`src/rtl/hd_pkg.sv`:
```
package hd_pkg;
  localparam int PIX_W = 8;
  localparam int RES_W = 16;
  localparam int HALO  = 2;

  typedef logic signed [RES_W-1:0] res_t;

  // taps 1,2,0,-2,-1 on unsigned pixels widened to signed
  function automatic res_t deriv5(input logic [PIX_W-1:0] a, input logic [PIX_W-1:0] b,
                                  input logic [PIX_W-1:0] d, input logic [PIX_W-1:0] e);
    res_t pa, pb, pd, pe;
    pa = res_t'(a);
    pb = res_t'(b);
    pd = res_t'(d);
    pe = res_t'(e);
    return pa + (pb <<< 1) - (pd <<< 1) - pe;
  endfunction
endpackage

```
`src/rtl/hd_tracker.sv`:
```
module hd_tracker #(
  parameter int CFG_W = 16
) (
  input  logic             clk_i,
  input  logic             rst_ni,
  input  logic [CFG_W-1:0] rows_i,
  input  logic [CFG_W-1:0] bpr_i,
  input  logic             in_step_i,
  input  logic             flush_step_i,
  output logic             origin_o,
  output logic             row_first_o,
  output logic             flush_o,
  output logic [CFG_W-1:0] jc_o,
  output logic [CFG_W-1:0] ip_o
);
  logic [CFG_W-1:0] rows_q, bpr_q, jc_q, ip_q;
  logic             flush_q;
  logic [CFG_W-1:0] rows_eff, bpr_eff;
  logic [CFG_W:0]   jc_inc, ip_inc;

  assign origin_o    = (jc_q == '0) && (ip_q == '0) && !flush_q;
  assign row_first_o = (jc_q == '0);
  assign flush_o     = flush_q;
  assign jc_o        = jc_q;
  assign ip_o        = ip_q;
  assign rows_eff    = origin_o ? rows_i : rows_q;
  assign bpr_eff     = origin_o ? bpr_i  : bpr_q;
  assign jc_inc      = {1'b0, jc_q} + 1'b1;
  assign ip_inc      = {1'b0, ip_q} + 1'b1;

  always_ff @(posedge clk_i or negedge rst_ni) begin
    if (!rst_ni) begin
      rows_q  <= '0;
      bpr_q   <= '0;
      jc_q    <= '0;
      ip_q    <= '0;
      flush_q <= 1'b0;
    end else if (in_step_i) begin
      if (origin_o) begin
        rows_q <= rows_i;
        bpr_q  <= bpr_i;
      end
      if (jc_inc >= {1'b0, bpr_eff}) begin
        jc_q <= '0;
        ip_q <= ip_inc[CFG_W-1:0];
        if (ip_inc == {1'b0, rows_eff}) flush_q <= 1'b1;
      end else begin
        jc_q <= jc_inc[CFG_W-1:0];
      end
    end else if (flush_step_i) begin
      jc_q    <= '0;
      ip_q    <= '0;
      flush_q <= 1'b0;
    end
  end
endmodule

```
`src/rtl/hd_window.sv`:
```
module hd_window
  import hd_pkg::*;
#(
  parameter int LANES = 8,
  localparam int BLK_W = LANES * PIX_W,
  localparam int HAL_W = HALO * PIX_W,
  localparam int WIN_W = BLK_W + 2 * HAL_W
) (
  input  logic             clk_i,
  input  logic             rst_ni,
  input  logic             load_i,
  input  logic             row_first_i,
  input  logic             flush_i,
  input  logic [BLK_W-1:0] blk_i,
  output logic [WIN_W-1:0] win_o
);
  logic [HAL_W-1:0] left_q, right_w;
  logic [BLK_W-1:0] last_q;

  // right halo comes from the incoming block only inside a row
  assign right_w = (flush_i || row_first_i) ? '0 : blk_i[HAL_W-1:0];
  assign win_o   = {right_w, last_q, left_q};

  always_ff @(posedge clk_i or negedge rst_ni) begin
    if (!rst_ni) begin
      left_q <= '0;
      last_q <= '0;
    end else if (load_i) begin
      left_q <= row_first_i ? '0 : last_q[BLK_W-1 -: HAL_W];
      last_q <= blk_i;
    end
  end
endmodule

```
`src/rtl/hd_lanes.sv`:
```
module hd_lanes
  import hd_pkg::*;
#(
  parameter int LANES = 8,
  localparam int WIN_W = (LANES + 2 * HALO) * PIX_W,
  localparam int OUT_W = LANES * RES_W
) (
  input  logic [WIN_W-1:0] win_i,
  output logic [OUT_W-1:0] res_o
);
  for (genvar g = 0; g < LANES; g++) begin : g_lane
    assign res_o[RES_W*g +: RES_W] = deriv5(win_i[PIX_W*g       +: PIX_W],
                                            win_i[PIX_W*(g + 1) +: PIX_W],
                                            win_i[PIX_W*(g + 3) +: PIX_W],
                                            win_i[PIX_W*(g + 4) +: PIX_W]);
  end
endmodule

```
`src/rtl/hderiv_stage.sv`:
```
module hderiv_stage
  import hd_pkg::*;
#(
  parameter int LANES = 8,
  parameter int CFG_W = 16,
  localparam int BLK_W = LANES * PIX_W,
  localparam int OUT_W = LANES * RES_W,
  localparam int WIN_W = BLK_W + 2 * HALO * PIX_W
) (
  input  logic             clk_i,
  input  logic             rst_ni,
  input  logic             start_i,
  input  logic [CFG_W-1:0] rows_i,
  input  logic [CFG_W-1:0] bpr_i,
  input  logic             in_valid_i,
  output logic             in_ready_o,
  input  logic [BLK_W-1:0] in_data_i,
  output logic             out_valid_o,
  input  logic             out_ready_i,
  output logic [OUT_W-1:0] out_data_o
);
  logic             origin_w, row_first_w, flush_w;
  logic [CFG_W-1:0] jc_w, ip_w;
  logic             out_space, in_fire, flush_fire, emit;
  logic [WIN_W-1:0] win_w;
  logic [OUT_W-1:0] res_w;
  logic             vld_q;
  logic [OUT_W-1:0] out_q;

  assign out_space  = !vld_q || out_ready_i;
  assign in_ready_o = start_i && !flush_w && out_space;
  assign in_fire    = in_valid_i && in_ready_o;
  assign flush_fire = flush_w && out_space;
  assign emit       = flush_fire || (in_fire && !origin_w);

  hd_tracker #(.CFG_W(CFG_W)) u_trk (
    .clk_i        (clk_i),
    .rst_ni       (rst_ni),
    .rows_i       (rows_i),
    .bpr_i        (bpr_i),
    .in_step_i    (in_fire),
    .flush_step_i (flush_fire),
    .origin_o     (origin_w),
    .row_first_o  (row_first_w),
    .flush_o      (flush_w),
    .jc_o         (jc_w),
    .ip_o         (ip_w)
  );

  hd_window #(.LANES(LANES)) u_win (
    .clk_i       (clk_i),
    .rst_ni      (rst_ni),
    .load_i      (in_fire),
    .row_first_i (row_first_w),
    .flush_i     (flush_w),
    .blk_i       (in_data_i),
    .win_o       (win_w)
  );

  hd_lanes #(.LANES(LANES)) u_lanes (
    .win_i (win_w),
    .res_o (res_w)
  );

  always_ff @(posedge clk_i or negedge rst_ni) begin
    if (!rst_ni) begin
      vld_q <= 1'b0;
      out_q <= '0;
    end else if (emit) begin
      vld_q <= 1'b1;
      out_q <= res_w;
    end else if (out_ready_i) begin
      vld_q <= 1'b0;
    end
  end

  assign out_valid_o = vld_q;
  assign out_data_o  = out_q;
endmodule

```
`config.mk`:
```
export PLATFORM = sky130hd
export DESIGN_NAME = hderiv_stage
export DESIGN_NICKNAME = d
export VERILOG_FILES = /design/src/rtl/hd_pkg.sv /design/src/rtl/hd_tracker.sv /design/src/rtl/hd_window.sv /design/src/rtl/hd_lanes.sv /design/src/rtl/hderiv_stage.sv
export SDC_FILE = /design/constraint.sdc
export NUM_CORES = 1
export LEC_CHECK = 0
export ABC_AREA = 1
export BUFFER_PORTS_ARGS = -buffer_cell sky130_fd_sc_hd__buf_2
export CAP_MARGIN = 20
export CORE_ASPECT_RATIO = 0.9
export CORE_MARGIN = 2
export CORE_UTILIZATION = 50
export CTS_CLUSTER_DIAMETER = 50
export DETAILED_ROUTE_END_ITERATION = 8
export PLACE_DENSITY = 0.85
export SLEW_MARGIN = 20
export SYNTH_ARGS = -nofsm -noshare
export SYNTH_HDL_FRONTEND = slang
export SYNTH_SLANG_ARGS = --single-unit
```
`constraint.sdc`:
```
create_clock -name clk_i -period 4.8 [get_ports clk_i]
set_input_delay 0.96 -clock clk_i [delete_from_list [all_inputs] [get_ports clk_i]]
set_output_delay 0.96 -clock clk_i [all_outputs]
set_load 0.005 [all_outputs]
```
==> flow_metrics.env, run 1 <==
export IMPL_r2r_end="out_data_o[121]$_DFFE_PN0P_"
export IMPL_fin_worst_skew_ps=22.6
export IMPL_vias=15700
export IMPL_hp_class="input port to async pin"
export IMPL_clk_pin_slew_ps=60
export IMPL_nets=2793
export IMPL_chipWidth_um=205
export IMPL_synth_top_area_share_pct=36.5
export IMPL_yosysSeqAreaShare_pct=36.5
export IMPL_synth_edf_count=0
export IMPL_syn_mean_instance_area_um2=8.12
export IMPL_ctsRootBufferMaster="clkbuf_16"
export IMPL_synth_cell_types=40
export IMPL_first_iter_violations=1143
export IMPL_port_buffer_count=230
export IMPL_place_area_um2=19800
export IMPL_crit_slowest_cell="fa_1"
export IMPL_initial_utilization_pct=50.6
export IMPL_cp_common_cell="nand2_1"
export IMPL_setup_tns_ps=0
export IMPL_dp_slack_ps=369
export IMPL_synth_area_top_cells="dfrtp_1 37%, nand2_1 13%, ha_1 11%, fa_1 7.5%, inv_1 6.6%"
export IMPL_critPathRequiredTime_ps=5250
export IMPL_die_area_um2=38000
export IMPL_fin_crit_ps=4400
export IMPL_max_cap_violations=0
export IMPL_reg2reg_from="u_trk.jc_o[0]$_DFFE_PN0P_"
export IMPL_synth_nets=2579
export IMPL_synth_largest_area_cell="dfrtp_1"
export IMPL_worstRegToRegCells=25
export IMPL_worst_path_max_fanout=5
export IMPL_wl_per_cell_um=17.1
export IMPL_antenna_found_initial=7
export IMPL_cts_htree_levels=2
export IMPL_report_final_slew_viol_count=0
export IMPL_drc=0
export IMPL_drive_gt1_share_pct=13.7
export IMPL_wirelength_mm=50.6
export IMPL_whs_ps=326
export IMPL_cts_sinks=266
export IMPL_numCtsBuffers=35
export IMPL_track_usage_pct=27.2
export IMPL_syn_area_um2=18200
export IMPL_cts_setup_buffers=0
export IMPL_synthCells=2244
export IMPL_fp_dieH_um=185
export IMPL_core_area_um2=36000
export IMPL_place_gp_congestion=0.955
export IMPL_grt_setup_unrepaired="false"
export IMPL_cpPeakStageDelay_ps=560
export IMPL_hold_viol_final=0
export IMPL_ys_ff_latch=266
export IMPL_hpwl_mm=38.9
export IMPL_grt_pass1_vias=15600
export IMPL_clk_path_buf_depth=3
export IMPL_grt_pass1_wl_mm=81.1
export IMPL_vias_per_cell=5.29
export IMPL_num_io_pins=231
export IMPL_area_growth_pct=15.4
export IMPL_synth_flop_cell="dfrtp_1"
export IMPL_critPathCaptureType="flop"
export IMPL_setup_slack_ps=399
export IMPL_clock_latency_ps=530
export IMPL_async_reset_ff_share_pct=100
export IMPL_hold_buffers=0
export IMPL_yosysWarnings=0
export IMPL_synth_common_cells="621 x nand2_1, 319 x inv_1, 266 x dfrtp_1, 204 x o21ai_0, 166 x ha_1"
export IMPL_timing_fmax_mhz=227
export IMPL_dr_pass1_iters=5
export IMPL_status="finished clean"
export IMPL_worstPathArrival_ps=4850
export IMPL_cts_tree="done"
export IMPL_finalCritPeriodShare_pct=91.7
export IMPL_tightest_slew_ps=982
export IMPL_grt_overflow_total=0
export IMPL_synth_most_common_cell="nand2_1"
export IMPL_setup_violations=0
export IMPL_worst_setup_path_start_kind="flop"
export IMPL_reg2reg_slack_ps=400
export IMPL_fin_area_um2=21000
export IMPL_grt_start_max_net_pins=131
export IMPL_rows=66
export IMPL_relSlewSlack_pct=34.5
export IMPL_ant_nets=0
export IMPL_crit_type="flop to flop"
## stage by stage
stage / std cells / util (%)
3_5_place_dp: 2896 / 54.9
6_report: 2962 / 58.4
2_1_floorplan: 2244 / -
4_1_cts: 2957 / 58.3
3_3_place_gp: 2896 / 54.9
5_1_grt: 2959 / 58.4
## sequential cells by signal, indices dropped and copies added (netlist names)
signal         count
u_trk.flush_o      1
u_trk.rows_q      16
out_data_o       120
u_win.last_q      64
u_trk.bpr_q       16
u_trk.jc_o        16
u_trk.ip_o        16
u_win.left_q      16
out_valid_o        1
## worst max-delay path: cells and delay by family, from the launching register on
family	cells	cell delay (ps)
AOI/OAI and AO/OA	4	640
buffers and inverters	3	310
and+or+nand+nor	14	1370
DFF	1	410
adders and majority gates	4	1600
## worst max path at each step
stage / start / slack, ps / end
2_1_floorplan: u_trk.jc_o[0]$_DFFE_PN0P_ / 310 / out_data_o[121]$_DFFE_PN0P_
3_3_place_gp: u_trk.jc_o[0]$_DFFE_PN0P_ / 460 / out_data_o[121]$_DFFE_PN0P_
3_5_place_dp: u_trk.jc_o[0]$_DFFE_PN0P_ / 370 / out_data_o[121]$_DFFE_PN0P_
4_1_cts: u_trk.jc_o[0]$_DFFE_PN0P_ / 310 / out_data_o[121]$_DFFE_PN0P_
5_1_grt: u_trk.jc_o[0]$_DFFE_PN0P_ / 10 / out_data_o[121]$_DFFE_PN0P_
6_report: u_trk.jc_o[0]$_DFFE_PN0P_ / 400 / out_data_o[121]$_DFFE_PN0P_
## per-layer routing
| metal | global-route usage [%] | routed length, um |
|---|---|---|
| met3 | 5.17 | 3310 |
| met2 | 45.7 | 24000 |
| met4 | 9.44 | 1820 |
| met5 | 0 | 45 |
| met1 | 35.3 | 21400 |
## cell usage in the layout, fill, tap and decap left out, types with 8 or more instances in the layout
| cell | synthesis | layout |
|---|---|---|
| nand2_1 | 621 | 619 |
| inv_1 | 319 | 318 |
| dfrtp_1 | 266 | 266 |
| buf_2 | 22 | 229 |
| o21ai_0 | 204 | 203 |
| ha_1 | 166 | 166 |
| a21oi_1 | 109 | 109 |
| nor2_1 | 95 | 94 |
| xor2_1 | 78 | 78 |
| fa_1 | 68 | 68 |
| nand3_1 | 66 | 66 |
| xnor2_1 | 38 | 38 |
| clkbuf_16 | 0 | 37 |
| inv_2 | 18 | 19 |
| o22ai_1 | 18 | 18 |
| mux2i_1 | 15 | 15 |
| nand4_1 | 14 | 14 |
| nand3b_1 | 13 | 13 |
| a31oi_1 | 12 | 12 |
| o31ai_1 | 9 | 9 |
| nor2_2 | 7 | 8 |
| o21bai_1 | 8 | 8 |
| nor3_1 | 8 | 8 |
## cell families after synthesis
kind of cell    Yosys count  share of synthesized area, %
compound gates          374                          10.9
fa+ha+maj               234                          18.9
flops                   266                          36.5
simple gates            836                          18.5
mux                      15                         0.824
xor+xnor                116                          5.58
buf+inv                 403                          8.80
## final cells by class
class | count | area, um2
fillers | 3210 | 15000
multi-input cells | 1575 | 9980
flip-flops and latches | 266 | 6660
repair buffers | 242 | 1310
inverters | 338 | 1270
clock buffers | 43 | 988
well taps | 476 | 596
clock inverters | 18 | 211
diodes | 4 | 10.0
## what timing repair did
item,4_1_cts,5_1_grt
endpoints found under the hold margin,0,0
endpoints found under the setup margin,0,4
resized for setup,0,2
Power of run 1 is left out: the tool's default activity adds up to more than one toggle a clock period on the data nets, which glitch-free logic cannot reach.
==> inputs of run 2 (changes only) <==
--- a/config.mk
+++ b/config.mk
@@ -9,11 +9,11 @@
 export BUFFER_PORTS_ARGS = -buffer_cell sky130_fd_sc_hd__buf_2
 export CAP_MARGIN = 20
 export CORE_ASPECT_RATIO = 0.9
-export CORE_MARGIN = 2
 export CORE_UTILIZATION = 50
 export CTS_CLUSTER_DIAMETER = 50
 export DETAILED_ROUTE_END_ITERATION = 8
 export PLACE_DENSITY = 0.85
+export SETUP_SLACK_MARGIN = 0.4
 export SLEW_MARGIN = 20
 export SYNTH_ARGS = -nofsm -noshare
 export SYNTH_HDL_FRONTEND = slang
==> run 2 against run 1 <==
Effect of this change: first-iteration DRC count rose by 7.3%; sequential share of layout area about the same; sequential cell count is the same; worst hold slack better by 130 ps; utilization increased by 0.86 points; worst setup slack better by 230 ps; final cell count about the same; critical path depth unchanged; die area decreased by 2.0%; global-route usage rose by 0.14 points; count of clock-buffer cells in the layout is 4 lower; routed wire length decreased by 0.22%.
==> flow_metrics.env, run 2 (synthesis results as in run 1) <==
export IMPL_timing_fmax_mhz=240
export IMPL_drc=0
export IMPL_hold_viol_final=0
export IMPL_setup_tns_ps=0
export IMPL_grt_pass1_vias=15400
export IMPL_numCtsBuffers=35
export IMPL_rows=65
export IMPL_cts_htree_levels=2
export IMPL_cts_sinks=266
export IMPL_grt_pass1_wl_mm=79.8
export IMPL_status="finished clean"
export IMPL_port_buffer_count=230
export IMPL_grt_start_max_net_pins=117
export IMPL_place_gp_congestion=0.955
export IMPL_worst_path_max_fanout=8
export IMPL_setup_violations=0
export IMPL_report_final_slew_viol_count=0
export IMPL_die_area_um2=37200
export IMPL_drive_gt1_share_pct=14.2
export IMPL_crit_type="flop to flop"
export IMPL_tightest_slew_ps=878
export IMPL_vias_per_cell=5.31
export IMPL_grt_setup_unrepaired="true"
export IMPL_hp_class="input port to async pin"
export IMPL_antenna_found_initial=7
export IMPL_final_cell_mix="619 x nand2_1, 318 x inv_1, 266 x dfrtp_1"
export IMPL_ctsRootBufferMaster="clkbuf_16"
export IMPL_critPathRequiredTime_ps=5260
export IMPL_first_iter_violations=1226
export IMPL_wl_per_cell_um=17.0
export IMPL_hold_buffers=0
export IMPL_ant_nets=0
export IMPL_clk_pin_slew_ps=60
export IMPL_vias=15700
export IMPL_whs_ps=452
export IMPL_initial_utilization_pct=51.4
export IMPL_wirelength_mm=50.4
export IMPL_relSlewSlack_pct=41.5
export IMPL_critPathCaptureType="flop"
export IMPL_fp_dieH_um=183
export IMPL_max_cap_violations=0
export IMPL_largest_register_ff_count=120
export IMPL_nets=2797
export IMPL_fin_worst_skew_ps=15.0
export IMPL_finalCritPeriodShare_pct=86.8
export IMPL_num_io_pins=231
export IMPL_worst_setup_path_start_kind="flop"
export IMPL_core_area_um2=35500
export IMPL_chipWidth_um=203
export IMPL_setup_slack_ps=634
export IMPL_final_common_cell="nand2_1"
export IMPL_grt_overflow_total=0
export IMPL_hpwl_mm=38.7
export IMPL_worstPathArrival_ps=4630
export IMPL_cts_tree="done"
export IMPL_clock_latency_ps=530
export IMPL_dp_slack_ps=207
export IMPL_dr_pass1_iters=6
export IMPL_clk_path_buf_depth=3
export IMPL_area_growth_pct=15.3
export IMPL_fin_util_pct=59.2
export IMPL_track_usage_pct=27.4
export IMPL_fin_crit_ps=4170
==> run 2: layout make-up <==
| class | count | area, um2 |
|---|---|---|
| antenna | 5 | 12.5 |
| clock buffer | 39 | 901 |
| clock inverter | 23 | 234 |
| fill | 3124 | 14500 |
| inverter | 338 | 1270 |
| multi-input combinational | 1575 | 10000 |
| sequential | 266 | 6660 |
| tap | 469 | 587 |
| timing repair buffer | 246 | 1310 |
==> run 2: path summary, 6_finish.rpt <==
kind | start | end | slack [ps] | depth (start not counted)
worst min register to register | out_data_o[95]$_DFFE_PN0P_ | out_data_o[95]$_DFFE_PN0P_ | 470 | 2
min in group clk_i | out_data_o[95]$_DFFE_PN0P_ | out_data_o[95]$_DFFE_PN0P_ | 470 | 2
max in group asynchronous | rst_ni | u_win.last_q[11]$_DFFE_PN0P_ | 3330 | 2
worst max register to register | u_trk.jc_o[0]$_DFFE_PN0P_ | out_data_o[121]$_DFFE_PN0P_ | 630 | 25
worst max-delay path | u_trk.jc_o[0]$_DFFE_PN0P_ | out_data_o[121]$_DFFE_PN0P_ | 630 | 25
worst min-delay path | rst_ni | out_data_o[47]$_DFFE_PN0P_ | 450 | 1
==> run 2: through the flow <==
stage / instance area, um2 / instances
after floorplan: 18200 / 2244
after global placement: 19800 / 2888
after detailed placement: 19800 / 2888
after CTS: 20900 / 2950
after global routing: 21000 / 2957
final: 21000 / 2961
==> run 2: what timing repair did <==
| action | 4_1_cts | 5_1_grt |
|---|---|---|
| endpoints found under the setup margin | 4 | 23 |
| pin swaps | 0 | 3 |
| buffers inserted | 0 | 6 |
| gates resized for setup | 4 | 12 |
==> run 2: worst max-delay path: stages (launching register included) <==
cell	delay, ps
dfrtp_1	350
inv_1	80
ha_1	200
nand2_1	80
nor2_2	40
nand2_1	90
nor2_4	60
nor2_4	180
clkinv_4	120
nor2_4	160
fa_2	490
fa_1	560
inv_1	70
ha_4	250
a21oi_1	150
o21ai_1	110
nand2_1	70
nand2_1	60
a21oi_2	150
o21ai_0	130
nand2_1	100
nand3_1	80
or2_2	310
nand2_1	60
nand2_1	50
nand2_1	80
==> run 2: layer usage <==
metal  up-vias  part of all wire (%)  track usage [%]
li1       7577                     -                -
met4         4                   3.2             10.3
met2       524                    47             44.4
met5         -                 0.052                0
met3       100                   7.5             5.26
met1      7530                    43             36.4
Power of run 2 is left out for the same reason.
